===== src/rtl/cmdseq_pkg.sv =====
package cmdseq_pkg;
   localparam logic [7:0] CODE_KEY1  = 8'hAA;
   localparam logic [7:0] CODE_KEY2  = 8'h55;
   localparam logic [7:0] CODE_PROG  = 8'hA0;
   localparam logic [7:0] CODE_ESET  = 8'h80;
   localparam logic [7:0] CODE_AUTO  = 8'h90;
   localparam logic [7:0] CODE_READ  = 8'hF0;
   localparam logic [7:0] CODE_CHIP  = 8'h10;
   localparam logic [7:0] CODE_SECT  = 8'h30;

   typedef enum logic [2:0] {
      ST_IDLE, ST_KEY1, ST_KEY2, ST_PROG, ST_ESETUP, ST_EKEY1, ST_EKEY2
   } step_t;

   typedef enum logic [2:0] {
      CMD_NONE, CMD_PROG, CMD_SECT, CMD_CHIP, CMD_AUTO, CMD_READ
   } cmd_t;

   typedef struct packed {
      logic at_a;
      logic at_b;
      logic d_key1;
      logic d_key2;
      logic d_prog;
      logic d_eset;
      logic d_auto;
      logic d_read;
      logic d_chip;
      logic d_sect;
   } match_t;
endpackage


===== src/rtl/cmdseq_match.sv =====
module cmdseq_match
   import cmdseq_pkg::*;
#(
   parameter int ADDR_W = 19,
   parameter int MATCH_W = 15,
   parameter int DATA_W = 8,
   parameter logic [MATCH_W-1:0] KEY_A = 15'h5555,
   parameter logic [MATCH_W-1:0] KEY_B = 15'h2AAA
) (
   input  logic [ADDR_W-1:0] addr_i,
   input  logic [DATA_W-1:0] data_i,
   output match_t            m_o
);
   logic [MATCH_W-1:0] low_addr;

   generate
      if (MATCH_W == ADDR_W) begin : g_full
         assign low_addr = addr_i;
      end else begin : g_part
         assign low_addr = addr_i[MATCH_W-1:0];
      end
   endgenerate

   always_comb begin
      m_o.at_a   = (low_addr == KEY_A);
      m_o.at_b   = (low_addr == KEY_B);
      m_o.d_key1 = (data_i == CODE_KEY1);
      m_o.d_key2 = (data_i == CODE_KEY2);
      m_o.d_prog = (data_i == CODE_PROG);
      m_o.d_eset = (data_i == CODE_ESET);
      m_o.d_auto = (data_i == CODE_AUTO);
      m_o.d_read = (data_i == CODE_READ);
      m_o.d_chip = (data_i == CODE_CHIP);
      m_o.d_sect = (data_i == CODE_SECT);
   end
endmodule


===== src/rtl/cmdseq_fsm.sv =====
module cmdseq_fsm
   import cmdseq_pkg::*;
(
   input  logic   clk,
   input  logic   rst_n,
   input  logic   busy_i,
   input  logic   wr_en_i,
   input  match_t m_i,
   output step_t  step_o,
   output cmd_t   cmd_o
);
   step_t step_q, step_n;

   always_comb begin
      step_n = step_q;
      cmd_o  = CMD_NONE;
      if (busy_i) begin
         step_n = ST_IDLE;
      end else if (wr_en_i) begin
         step_n = ST_IDLE;
         if (step_q == ST_PROG) begin
            cmd_o = CMD_PROG;
         end else if (m_i.d_read) begin
            cmd_o = CMD_READ;
         end else begin
            unique case (step_q)
               ST_IDLE:   if (m_i.at_a && m_i.d_key1) step_n = ST_KEY1;
               ST_KEY1:   if (m_i.at_b && m_i.d_key2) step_n = ST_KEY2;
               ST_KEY2: begin
                  if (m_i.at_a && m_i.d_prog) step_n = ST_PROG;
                  else if (m_i.at_a && m_i.d_eset) step_n = ST_ESETUP;
                  else if (m_i.at_a && m_i.d_auto) cmd_o = CMD_AUTO;
               end
               ST_ESETUP: if (m_i.at_a && m_i.d_key1) step_n = ST_EKEY1;
               ST_EKEY1:  if (m_i.at_b && m_i.d_key2) step_n = ST_EKEY2;
               ST_EKEY2: begin
                  if (m_i.at_a && m_i.d_chip) cmd_o = CMD_CHIP;
                  else if (m_i.d_sect) cmd_o = CMD_SECT;
               end
               default:   step_n = ST_IDLE;
            endcase
         end
      end
   end

   always_ff @(posedge clk) begin
      if (!rst_n) step_q <= ST_IDLE;
      else        step_q <= step_n;
   end

   assign step_o = step_q;

   assert_busy_idle_R9: assert property (@(posedge clk) disable iff (!rst_n)
      $past(busy_i) |-> (step_q == ST_IDLE));

   assert_idle_without_write_R8: assert property (@(posedge clk) disable iff (!rst_n)
      (!$past(wr_en_i) && $past(step_q) == ST_IDLE) |-> (step_q == ST_IDLE));
endmodule


===== src/rtl/cmdseq_out.sv =====
module cmdseq_out
   import cmdseq_pkg::*;
#(
   parameter int ADDR_W = 19,
   parameter int DATA_W = 8,
   parameter int SECT_W = 9
) (
   input  logic              clk,
   input  logic              rst_n,
   input  cmd_t              cmd_i,
   input  logic [ADDR_W-1:0] addr_i,
   input  logic [DATA_W-1:0] data_i,
   output logic              prog_o,
   output logic [ADDR_W-1:0] prog_addr_o,
   output logic [DATA_W-1:0] prog_data_o,
   output logic              sect_o,
   output logic [SECT_W-1:0] sect_addr_o,
   output logic              chip_o,
   output logic              auto_o,
   output logic              read_o
);
   localparam int SECT_LSB = ADDR_W - SECT_W;

   always_ff @(posedge clk) begin
      if (!rst_n) begin
         prog_o      <= 1'b0;
         sect_o      <= 1'b0;
         chip_o      <= 1'b0;
         auto_o      <= 1'b0;
         read_o      <= 1'b0;
         prog_addr_o <= '0;
         prog_data_o <= '0;
         sect_addr_o <= '0;
      end else begin
         prog_o <= (cmd_i == CMD_PROG);
         sect_o <= (cmd_i == CMD_SECT);
         chip_o <= (cmd_i == CMD_CHIP);
         auto_o <= (cmd_i == CMD_AUTO);
         read_o <= (cmd_i == CMD_READ);
         if (cmd_i == CMD_PROG) begin
            prog_addr_o <= addr_i;
            prog_data_o <= data_i;
         end
         if (cmd_i == CMD_SECT) sect_addr_o <= addr_i[ADDR_W-1:SECT_LSB];
      end
   end

   assert_single_cmd_R10: assert property (@(posedge clk) disable iff (!rst_n)
      $onehot0({prog_o, sect_o, chip_o, auto_o, read_o}));

   assert_prog_payload_R2: assert property (@(posedge clk) disable iff (!rst_n)
      prog_o |-> (prog_addr_o == $past(addr_i) && prog_data_o == $past(data_i)));

   assert_sect_payload_R3: assert property (@(posedge clk) disable iff (!rst_n)
      sect_o |-> (sect_addr_o == $past(addr_i[ADDR_W-1:SECT_LSB])));
endmodule


===== src/rtl/cmd_seq_decoder.sv =====
module cmd_seq_decoder
   import cmdseq_pkg::*;
#(
   parameter int ADDR_W = 19,
   parameter int DATA_W = 8,
   parameter int MATCH_W = 15,
   parameter int SECT_W = 9,
   parameter logic [MATCH_W-1:0] KEY_A = 15'h5555,
   parameter logic [MATCH_W-1:0] KEY_B = 15'h2AAA
) (
   input  logic              clk,
   input  logic              rst_n,
   input  logic              busy_i,
   input  logic              wr_en_i,
   input  logic [ADDR_W-1:0] wr_addr_i,
   input  logic [DATA_W-1:0] wr_data_i,
   output logic              prog_o,
   output logic [ADDR_W-1:0] prog_addr_o,
   output logic [DATA_W-1:0] prog_data_o,
   output logic              sect_erase_o,
   output logic [SECT_W-1:0] sect_addr_o,
   output logic              chip_erase_o,
   output logic              autosel_o,
   output logic              read_reset_o
);
   generate
      if (DATA_W != 8) begin : g_bad_data
         $error("cmd_seq_decoder: command codes are bytes, DATA_W must be 8");
      end
      if (MATCH_W < 1 || MATCH_W > ADDR_W) begin : g_bad_match
         $error("cmd_seq_decoder: MATCH_W must lie in 1..ADDR_W");
      end
      if (SECT_W < 1 || SECT_W > ADDR_W) begin : g_bad_sect
         $error("cmd_seq_decoder: SECT_W must lie in 1..ADDR_W");
      end
      if (KEY_A == KEY_B) begin : g_bad_keys
         $error("cmd_seq_decoder: key addresses must differ");
      end
   endgenerate

   match_t m;
   step_t  step;
   cmd_t   cmd;

   cmdseq_match #(
      .ADDR_W(ADDR_W), .MATCH_W(MATCH_W), .DATA_W(DATA_W),
      .KEY_A(KEY_A), .KEY_B(KEY_B)
   ) u_match (
      .addr_i(wr_addr_i), .data_i(wr_data_i), .m_o(m)
   );

   cmdseq_fsm u_fsm (
      .clk(clk), .rst_n(rst_n), .busy_i(busy_i), .wr_en_i(wr_en_i),
      .m_i(m), .step_o(step), .cmd_o(cmd)
   );

   cmdseq_out #(
      .ADDR_W(ADDR_W), .DATA_W(DATA_W), .SECT_W(SECT_W)
   ) u_out (
      .clk(clk), .rst_n(rst_n), .cmd_i(cmd),
      .addr_i(wr_addr_i), .data_i(wr_data_i),
      .prog_o(prog_o), .prog_addr_o(prog_addr_o), .prog_data_o(prog_data_o),
      .sect_o(sect_erase_o), .sect_addr_o(sect_addr_o),
      .chip_o(chip_erase_o), .auto_o(autosel_o), .read_o(read_reset_o)
   );

   logic any_cmd;
   assign any_cmd = prog_o | sect_erase_o | chip_erase_o | autosel_o | read_reset_o;

   assert_cmd_needs_write_R11: assert property (@(posedge clk) disable iff (!rst_n)
      any_cmd |-> ($past(wr_en_i) && !$past(busy_i)));

   assert_chip_key_R4: assert property (@(posedge clk) disable iff (!rst_n)
      chip_erase_o |-> ($past(wr_data_i) == CODE_CHIP &&
                        $past(wr_addr_i[MATCH_W-1:0]) == KEY_A));

   assert_auto_key_R5: assert property (@(posedge clk) disable iff (!rst_n)
      autosel_o |-> ($past(wr_data_i) == CODE_AUTO &&
                     $past(wr_addr_i[MATCH_W-1:0]) == KEY_A));

   assert_read_code_R6: assert property (@(posedge clk) disable iff (!rst_n)
      read_reset_o |-> ($past(wr_data_i) == CODE_READ));

   assert_no_pulse_busy_R9: assert property (@(posedge clk) disable iff (!rst_n)
      $past(busy_i) |-> !any_cmd);

   assert_idle_out_R1: assert property (@(posedge clk) disable iff (!rst_n)
      $past(step) != ST_PROG |-> !prog_o);
endmodule


===== config.mk =====
export PLATFORM = sky130hd
export DESIGN_NAME = cmd_seq_decoder
export DESIGN_NICKNAME = d
export VERILOG_FILES = /design/src/rtl/cmdseq_pkg.sv /design/src/rtl/cmdseq_match.sv /design/src/rtl/cmdseq_fsm.sv /design/src/rtl/cmdseq_out.sv /design/src/rtl/cmd_seq_decoder.sv
export SDC_FILE = /design/constraint.sdc
export NUM_CORES = 1
export LEC_CHECK = 0
export ABC_AREA = 1
export BUFFER_PORTS_ARGS = -buffer_cell sky130_fd_sc_hd__buf_2
export CAP_MARGIN = 40
export CORE_UTILIZATION = 46
export DETAILED_ROUTE_END_ITERATION = 10
export GPL_ROUTABILITY_DRIVEN = 0
export PLACE_DENSITY = 0.73
export SETUP_SLACK_MARGIN = 0.02
export SYNTH_ARGS = -nofsm -noshare
export SYNTH_HDL_FRONTEND = slang
export SYNTH_SLANG_ARGS = --single-unit

===== constraint.sdc =====
create_clock -name clk -period 1.45 [get_ports clk]
set_input_delay 0.29 -clock clk [delete_from_list [all_inputs] [get_ports clk]]
set_output_delay 0.29 -clock clk [all_outputs]
set_load 0.005 [all_outputs]

Word level (Yosys, flattened, before mapping)
Index checks and enable logic that the tools add are counted.
{"block": "word_totals", "ff_bits": 44, "latch_bits": 0, "ramBits": 0, "romBits": 0, "output_inout_bits": 41, "word_cells": 58, "memories": 0}
{"block": "classes", "add_sub_neg": 0, "multipliers": 0, "n_div": 0, "order_cmp": 0, "n_eq_ne": 21, "n_shift": 0, "mux": 19, "n_bitwise": 1, "n_reduce_logical": 8}
{"cell": "3-bit 2-to-1 mux", "count": 14}
{"cell": "8-bit == test, second input constant", "count": 5}
{"cell": "15-bit by 14-bit == test with 1-bit output, second input constant", "count": 1}
{"cell": "15-bit == test, second input constant", "count": 1}
{"cell": "3-bit == test, second input constant", "count": 5}
{"cell": "3-bit one-hot mux with 5 select lines", "count": 1}
{"cell": "3-bit by 2-bit == test with 1-bit output, second input constant", "count": 4}
{"cell": "8-bit by 5-bit == test with 1-bit output, second input constant", "count": 1}
{"cell": "8-bit by 6-bit == test with 1-bit output, second input constant", "count": 1}
{"cell": "8-bit by 7-bit == test with 1-bit output, second input constant", "count": 1}
{"cell": "3-bit by 1-bit == test with 1-bit output, second input constant", "count": 2}
{"cell": "1-bit logical AND", "count": 6}
{"cell": "3-bit one-hot mux with 2 select lines", "count": 1}
{"cell": "2-bit 2-to-1 mux", "count": 2}
{"cell": "3-bit zero test", "count": 1}
{"cell": "2-bit OR reduction", "count": 1}
{"cell": "1-bit 2-to-1 mux", "count": 1}
{"cell": "1-bit inverter", "count": 1}

Logic depth before layout (Yosys ltp)
Gate-level depths: netlist (run 1).
{"block": "logic_depth", "depth_word": 11, "mapped_depth": 13, "depth_no_buf": 12}

Hierarchy
Synthesis (run 1) repeated with hierarchy kept, for this count alone.
{"block": "unflattened", "cells_unflattened": 362, "hier_area_um2": 2174.6}
{"mod": "cmdseq_out", "n_inst": 1, "cells_each": 244, "area_each_um2": 1626.6, "seq_area_each_um2": 820.8}
{"mod": "cmdseq_fsm", "n_inst": 1, "cells_each": 56, "area_each_um2": 285.3, "seq_area_each_um2": 60.1}
{"mod": "cmdseq_match", "n_inst": 1, "cells_each": 62, "area_each_um2": 262.8, "seq_area_each_um2": 0.0}

Least setup slack after synthesis (run 1)
Ideal clock, no wire load.
{"block": "synth_timing", "path_kind": "input -> register", "from": "input port wr_data_i[1]", "to": "register u_out.prog_addr_o[10]", "setup_time_ns": 0.113, "arrival_ns": 1.438, "slack_ns": -0.100, "stages": 11, "path_buffers": 1, "cell_sequence": "nor2_1 nand2_4 nor2_4 nand4_2 nand2_4 nand2_4 nor2_4 buf_6 nand3_1 nand2_1 nor2_1"}
{"block": "synth_via", "elab_chain_cells": 11, "word_cells_on_any_way": 21, "classes_between": "eq/ne (7); mux (10); reduce/logical (4)"}
{"element": "from (decl)", "line_no": "cmd_seq_decoder.sv:16", "rtl": "input logic [DATA_W-1:0] wr_data_i,"}
{"element": "8-bit == test", "line_no": "cmdseq_match.sv:31", "rtl": "m_o.d_auto = (data_i == CODE_AUTO);"}
{"element": "1-bit logical AND", "line_no": "cmdseq_fsm.sv:32", "rtl": "else if (m_i.at_a && m_i.d_auto) cmd_o = CMD_AUTO;"}
{"element": "3-bit 2-to-1 mux", "line_no": "cmdseq_fsm.sv:32"}
{"element": "3-bit 2-to-1 mux", "line_no": "cmdseq_fsm.sv:31", "rtl": "else if (m_i.at_a && m_i.d_eset) step_n = ST_ESETUP;"}
{"element": "3-bit 2-to-1 mux", "line_no": "cmdseq_fsm.sv:30", "rtl": "if (m_i.at_a && m_i.d_prog) step_n = ST_PROG;"}
{"element": "3-bit one-hot mux with 2 select lines", "line_no": "cmdseq_fsm.sv:26", "rtl": "unique case (step_q)"}
{"element": "3-bit 2-to-1 mux *", "line_no": "cmdseq_fsm.sv:23", "rtl": "end else if (m_i.d_read) begin"}
{"element": "3-bit 2-to-1 mux *", "line_no": "cmdseq_fsm.sv:21", "rtl": "if (step_q == ST_PROG) begin"}
{"element": "3-bit 2-to-1 mux *", "line_no": "cmdseq_fsm.sv:19", "rtl": "end else if (wr_en_i) begin"}
{"element": "3-bit 2-to-1 mux *", "line_no": "cmdseq_fsm.sv:17", "rtl": "if (busy_i) begin"}
{"element": "3-bit by 1-bit == test with 1-bit output *", "line_no": "cmdseq_out.sv:40", "rtl": "if (cmd_i == CMD_PROG) begin"}
{"element": "to (signal assigned)", "line_no": "cmdseq_out.sv:41", "rtl": "prog_addr_o <= addr_i;"}
{"element": "to (decl)", "line_no": "cmdseq_out.sv:14", "rtl": "output logic [ADDR_W-1:0] prog_addr_o,"}
Mark *: on every way between the ends. The rest lies on a longest branch, timed or not.
A chain may end at the register's enable or synchronous reset.

Final worst setup path (run 1)
{"block": "layout_timing", "from": "register u_fsm.step_q[1] (netlist: u_fsm.step_o[1])", "to": "register u_out.prog_data_o[0]"}
{"block": "layout_via", "elab_chain_cells": 7, "word_cells_on_any_way": 9, "classes_between": "eq/ne (4); mux (5)"}
{"element": "from (decl)", "line_no": "cmdseq_fsm.sv:12", "rtl": "step_t step_q, step_n;"}
{"element": "from (signal assigned)", "line_no": "cmdseq_fsm.sv:48", "rtl": "else step_q <= step_n;"}
{"element": "3-bit == test or 3-bit by 2-bit == test with 1-bit output (tied branches)", "line_no": "cmdseq_fsm.sv:26"}
{"element": "3-bit one-hot mux with 2 select lines", "line_no": "cmdseq_fsm.sv:26"}
{"element": "3-bit 2-to-1 mux", "line_no": "cmdseq_fsm.sv:23"}
{"element": "3-bit 2-to-1 mux *", "line_no": "cmdseq_fsm.sv:21"}
{"element": "3-bit 2-to-1 mux *", "line_no": "cmdseq_fsm.sv:19"}
{"element": "3-bit 2-to-1 mux *", "line_no": "cmdseq_fsm.sv:17"}
{"element": "3-bit by 1-bit == test with 1-bit output *", "line_no": "cmdseq_out.sv:40"}
{"element": "to (signal assigned)", "line_no": "cmdseq_out.sv:42", "rtl": "prog_data_o <= data_i;"}
{"element": "to (decl)", "line_no": "cmdseq_out.sv:15", "rtl": "output logic [DATA_W-1:0] prog_data_o,"}
Marked as above.

==> summary.txt, run 1 <==
Synth
  – Synth unique cells: 29
  – Yosys reg bits: between 40 and 50
  – Mapped Cells: between 300 and 400
  – Post-synthesis sequential area ratio: between 30% and 40%
  – Largest area contributor in the netlist: dfxtp_1
  – Post-Syn Area: approximately 2300 um2
  – Ranking of synthesized cells by area: dfxtp_1 38%, nor2_1 13%, nand2_1 10%, nand3_1 8.3%, inv_1 6.0%
  – Synth Area per Inst: slightly below 7 um2
  – Synth warn: 0
  – Post-Syn Nets: approximately 370
  – Synth top area share: between 30% and 40%

GRT
  – GRT overflow: 0
  – Pin count of the biggest net entering global routing: 28
  – Initial antenna violation count: 0
  – Vias in the first global route: roughly 2.5k
  – First-pass GRT wire length: 10.9 mm
  – Tot GR Track Use: 26.7%

Worst setup path
  – Worst R2R End: u_out.prog_data_o[0]
  – CP Launch Type: flip-flop
  – Buffers & Inverters on Critical Path: 3
  – CP max FO: 8
  – Crit path DAT: about 1.9 ns
  – Worst Setup End Kind: flip-flop
  – CP top delay family: simple AND/OR/NAND/NOR gates
  – Worst path cell trace: inv_2, nor3_4, buf_6, nand4_4, nand2_4, nand2_4, nor2_4, buf_6, nand3_1, nand2_1, nor2_1
  – R2R depth: 11
  – Worst reg2reg path startpoint: u_fsm.step_o[1]
  – CP max stage delay: roughly 0.34 ns
  – Slowest stage cell, crit path: dfxtp_2
  – R2r setup slk: -0.24 ns
  – Crit Path Category: reg -> reg
  – CP required: 1.65 ns

Floorplanning
  – Die height: about 73 um
  – IO Count: slightly above 70
  – Core area: roughly 4800 um2
  – Die area: 5290 um2
  – Die span in x: 72.7 um
  – Initial Utilization: about half
  – Num rows: 25

Clock tree
  – CTS Sinks: 44
  – # H-tree levels: 2
  – Clk slew on worst S/H paths: about 0.090 ns
  – Inserted Clock Buffers: 5
  – CTS hold repair buffers: 0
  – CTS tree: yes
  – Worst skew pair latency: approximately 0.30 ns
  – Clock Tree Root: clkbuf_8
  – CTS Buffer Depth: 2

Hold path
  – Hold Path End: u_out.sect_addr_o[5]
  – Min-delay worst type: in -> reg
  – Hold path cells: 3
  – HP Start: wr_addr_i[15]

Finish
  – N_diodes: 0
  – Fillcell total: between 300 and 400
  – Nets: between 500 and 600
  – Most frequent cells in the layout: 71 x buf_2, 67 x nor2_1, 59 x nand2_1, 50 x buf_4, 41 x dfxtp_1
  – Most common cell after layout, fill and taps aside: buf_2
  – Synth-to-Final Area Change: 57.9%
  – Design area: 3630 um2
  – Finished Layout Cells: about 540
  – Layout cells sized above 1: between 40 and 50%

STA
  – Final hold vios: 0
  – Min cycle time layout: approximately 1.7 ns
  – Worst Max-Slew Pin Slew: ~0.63 ns
  – RSZ-0062 raised after global routing: true
  – Final worst slack: -0.236 ns
  – Slew margin rel.: 58.1%
  – Highest clock rate: ~600 MHz
  – Setup-failing EPs final: 38
  – Final TNS setup: -6.13 ns
  – Tcrit/Tclk final: 116%
  – Worst Skew: approximately 0.0087 ns
  – Max Slew Vio Count: 0

Placed design
  – DP Area: around 3100 um2
  – Port-buffer cells: 71
  – Place WS: -0.343 ns
  – DP Cell Count: 519
  – Dpl hpwl: ~5 mm

Status
  – Run status: complete, but fails checks
  – Failing checks: setup timing

Routing
  – DR iter-0 viols: 228
  – Initial DRT Pass Iterations: 4
  – Antenna viol nets, final: 0
  – Average wire per standard cell: between 10 and 15 um
  – DRC: 0
  – Via count: 2,769
  – Via density: about 5.1
  – Total wire length: 7.57 mm

Job
  – Max Cap Violations: 0

Power
  – Total Power: about 2.5 mW
  – Leak: roughly 1.8 nW
  – Max IR drop VDD: around 0.00045 V
  – PwrDens: between 600 and 700 nW/um2
==> repair_timing <==
item / CTS / global route
gates cloned: 1 / 0
gates resized for setup: 16 / 64
pin swaps: 11 / 19
buffers inserted: 6 / 6
setup endpoints to repair: 38 / 43
==> Yosys cell counts, drive strengths merged <==
master / number
nor2: 84
nand3b: 1
o21ai: 9
a211oi: 1
buf: 10
nand4: 11
clkbuf: 1
inv: 42
nor4: 1
dfxtp: 44
nand2: 69
nand3: 39
nor3: 12
a21oi: 14
==> worst max-delay path by stage <==
stage                          startpoint                    end  slack [ns]  cells after the start
after global placement       wr_addr_i[3]  u_out.prog_addr_o[14]       -0.28                     15
after CTS                 u_fsm.step_o[2]   u_out.sect_addr_o[6]       -0.17                     12
after global routing      u_fsm.step_o[1]  u_out.prog_addr_o[18]       -0.35                     11
final                     u_fsm.step_o[1]   u_out.prog_data_o[0]       -0.24                     11
after floorplan           u_fsm.step_o[1]  u_out.prog_addr_o[10]       -0.07                     10
after detailed placement     wr_addr_i[3]   u_out.prog_addr_o[9]       -0.34                     15
==> state kept, by name (all words and copies together) (netlist names) <==
register	count
u_fsm.step_o	3
u_out.auto_o	1
u_out.chip_o	1
u_out.prog_addr_o	19
u_out.prog_data_o	8
u_out.prog_o	1
u_out.read_o	1
u_out.sect_addr_o	9
u_out.sect_o	1
==> where the power goes <==
part	internal, mW	switching, mW
combinational	0.127	0.169
sequential	1.21	0.000449
clock	0.519	0.441
==> metrics by stage <==
stage | utilization [%] | hold slack (ns)
3_3_place_gp | 65.6 | 0.458
3_5_place_dp | 65.6 | 0.466
6_report | 76.4 | 0.275
4_1_cts | 70.9 | 0.261
2_1_floorplan | - | 0.432
5_1_grt | 76.4 | 0.281
==> worst min-delay path: cells and delay by family <==
kind / cells / cell delay, ns
compound gates: 1 / 0.06
buf+inv: 2 / 0.19
==> cells by family after synthesis <==
logic type	synth area share, %
compound gates	5.66
flops	38.3
simple gates	44.8
buf+inv	11.2
==> metal layers <==
| metal | global-route usage [%] | part of all wire, % | up-vias |
|---|---|---|---|
| met5 | 0 | 0 | - |
| met4 | 12.9 | 4.9 | 0 |
| met3 | 5.25 | 6.1 | 38 |
| met2 | 48.3 | 50 | 128 |
| met1 | 29.8 | 39 | 1267 |
| li1 | - | - | 1336 |
==> area by class of cell <==
class | instances | area [um2] | share of cell area, %
repair buffers | 136 | 957 | 26.4
well taps | 67 | 83.8 | 2.31
multi-input cells | 241 | 1430 | 39.4
clock buffers | 5 | 68.8 | 1.90
clock inverters | 3 | 46.3 | 1.27
flip-flops and latches | 44 | 885 | 24.4
inverters | 42 | 160 | 4.41
Power figures use the tool's default switching activity.
==> run 2: changes to the inputs <==
Settings changed: ABC_AREA 1 to unset, CORE_UTILIZATION 46 to 43, PLACE_DENSITY 0.73 to 0.71.
==> summary.txt, run 2 <==
Status
  – Run status: complete, but fails checks
  – Failing checks: setup timing

Synth
  – Synth warn: 0
  – Largest area contributor in the netlist: dfxtp_1
  – Post-synthesis adder-cell area fraction: 0%
  – Yosys reg bits: 44
  – Ranking of synthesized cells by area: dfxtp_1 47%, nand2_1 16%, a21oi_1 8.3%, a21oi_2 3.7%, nor4b_1 2.3%
  – Count leader, synth: nand2_1
  – Post-synthesis simple-gate area fraction: 34.4%
  – Main combinational cell family by area after synthesis: simple AND/OR/NAND/NOR gates
  – Async S/R FF share, synth: 0%
  – Synth Area per Inst: about 8.1 um2
  – Synth cell count leaders: 78 x nand2_1, 44 x dfxtp_1, 31 x a21oi_1, 8 x a21oi_2, 7 x nor2_1
  – Compound-Gate Fraction of Synth Area: around 14%
  – Post-synthesis sequential area ratio: between 40% and 50%
  – Mapped Cells: 230
  – Synth top area share: between 40% and 50%
  – Xor/xnor cell area share of the yosys netlist: 0%
  – Post-Syn Nets: 261
  – Multiplexer share of the synthesized area: 0%
  – Most common flop cell mapped by yosys: dfxtp_1
  – Post-Syn Area: around 1900 um2
  – Synth unique cells: 35
  – Post-synth EDFFs: 0

Routing
  – DR iter-0 viols: 80
  – Initial DRT Pass Iterations: 4
  – Total wire length: about 5.2 mm
  – Via count: 1,990
  – Average wire per standard cell: 13.4 um
  – DRC: 0
  – Via density: 5.10
  – Antenna viol nets, final: 0

Clock tree
  – Clock Tree Root: clkbuf_8
  – Clk slew on worst S/H paths: about 0.08 ns
  – CTS Sinks: 44
  – CTS tree: yes
  – Worst skew pair latency: about 0.3 ns
  – CTS hold repair buffers: 0
  – CTS Buffer Depth: 2
  – # H-tree levels: 2
  – Inserted Clock Buffers: 5

Finish
  – N_diodes: 0
  – Multi-input gate area: around 960 um2
  – Fin util: 67.5%
  – Largest regs: u_out.prog_addr_o x19, u_out.sect_addr_o x9, u_out.prog_data_o x8
  – Fillcell total: 357
  – Max reg flops: 19
  – Finished Layout Cells: 390
  – Synth-to-Final Area Change: 47.3%
  – Top reg by flops: u_out.prog_addr_o
  – Most frequent cells in the layout: 73 x nand2_1, 70 x buf_2, 42 x dfxtp_1, 39 x buf_4, 31 x a21oi_1
  – Most common cell after layout, fill and taps aside: nand2_1
  – Register Area: about 890 um2
  – Layout cells sized above 1: between 40% and 50%
  – Nets: between 300 and 400

Job
  – Max Cap Violations: 0

Floorplanning
  – Core area: about 4100 um2
  – IO Count: 72
  – Num rows: 23
  – Die span in x: about 68 um
  – Die height: about 68 um
  – Initial Utilization: between 40 and 50%
  – Die area: approximately 4600 um2

STA
  – Worst Skew: 0.00870 ns
  – Highest clock rate: 686 MHz
  – Max Slew Vio Count: 0
  – Final hold vios: 0
  – Worst Max-Slew Pin Slew: between 0.3 and 0.4 ns
  – Worst hold slack: around 0.23 ns
  – Min cycle time layout: around 1.5 ns
  – Tcrit/Tclk final: 101%
  – Slew margin rel.: about three quarters
  – Final worst slack: -0.00797 ns
  – Setup-failing EPs final: 1
  – RSZ-0062 raised after global routing: true

GRT
  – Pin count of the biggest net entering global routing: 29
  – First-pass GRT wire length: 7.87 mm
  – Initial antenna violation count: 0
  – Tot GR Track Use: between 20% and 30%
  – Vias in the first global route: approximately 1.8k
  – GRT overflow: 0

Worst setup path
  – Crit path DAT: 1.69 ns
  – R2R depth: 5
  – CP required: approximately 1.7 ns
  – Crit Path Category: reg -> reg
  – CP Launch Type: flip-flop
  – CP max FO: 4
  – R2r setup slk: -0.008 ns
  – Worst Setup End Kind: flip-flop

Power
  – PwrDens: 868 nW/um2
  – Max IR drop VDD: 0.000648 V
  – Leak: 1.17 nW

Placed design
  – Place WS: -0.273 ns
  – Port-buffer cells: 71
  – DP Cell Count: about 380
  – Dpl hpwl: 3.77 mm

Hold path
  – Min-delay worst type: in -> reg
  – Hold path cells: 3
-- run 2: changes by cell type after synthesis, moves of 7 or more --
cell	delta
a21oi_1	+19
inv_1	-34
nand2_1	+16
nand3_1	-33
nor2_1	-70
nor3_1	-7
-- run 2: critical path, stage by stage (launching register included) --
cell,delay [ns]
dfxtp_4,0.37
nor2b_1,0.15
nand2b_1,0.11
or3_1,0.40
o32a_1,0.29
nor2_1,0.08
-- run 2: report_power, final --
part           switching (mW)  internal (mW)
combinational          0.0927         0.0967
clock                   0.436          0.564
sequential         0.00000402           1.20
-- run 2: timing repair --
action	in CTS	in global routing
cloned	0	2
gates resized for setup	7	17
setup endpoints to repair	19	41
pin swaps	1	9
setup buffers	1	0
-- run 2: logic make-up after synthesis --
group,count (synthesis)
AO/OA/AOI/OAI,45
AND/OR/NAND/NOR,127
buffers and inverters,14
flip-flops,44
-- run 2: final cells by class --
type,count,area share [%]
inverters,3,0.409
clock inverters,2,1.41
flip-flops and latches,44,32.2
multi-input cells,172,34.9
clock buffers,6,3.00
repair buffers,113,25.8
well taps,50,2.27
-- run 2: through the flow --
stage / total power [mW] / setup TNS (ns) / cell area, um2
2_1_floorplan: 1.29 / -0.642 / 1870
3_5_place_dp: 1.42 / -3.70 / 2530
4_1_cts: 2.40 / 0 / 2680
3_3_place_gp: 1.42 / -3.42 / 2530
6_report: 2.39 / -0.00797 / 2760
5_1_grt: 2.47 / -0.666 / 2760
-- run 2: final timing paths --
check	start	end
max	u_fsm.step_o[0]	u_fsm.step_o[0]
min	wr_addr_i[16]	u_out.prog_addr_o[16]
max reg2reg	u_fsm.step_o[0]	u_fsm.step_o[0]
min reg2reg	u_out.prog_addr_o[18]	u_out.prog_addr_o[18]
-- run 2: per-layer routing --
metal | track usage (%) | wire (um)
met4 | 9.64 | 90
met1 | 28.5 | 2400
met3 | 4.83 | 324
met5 | 0 | 0
met2 | 37.9 | 2420
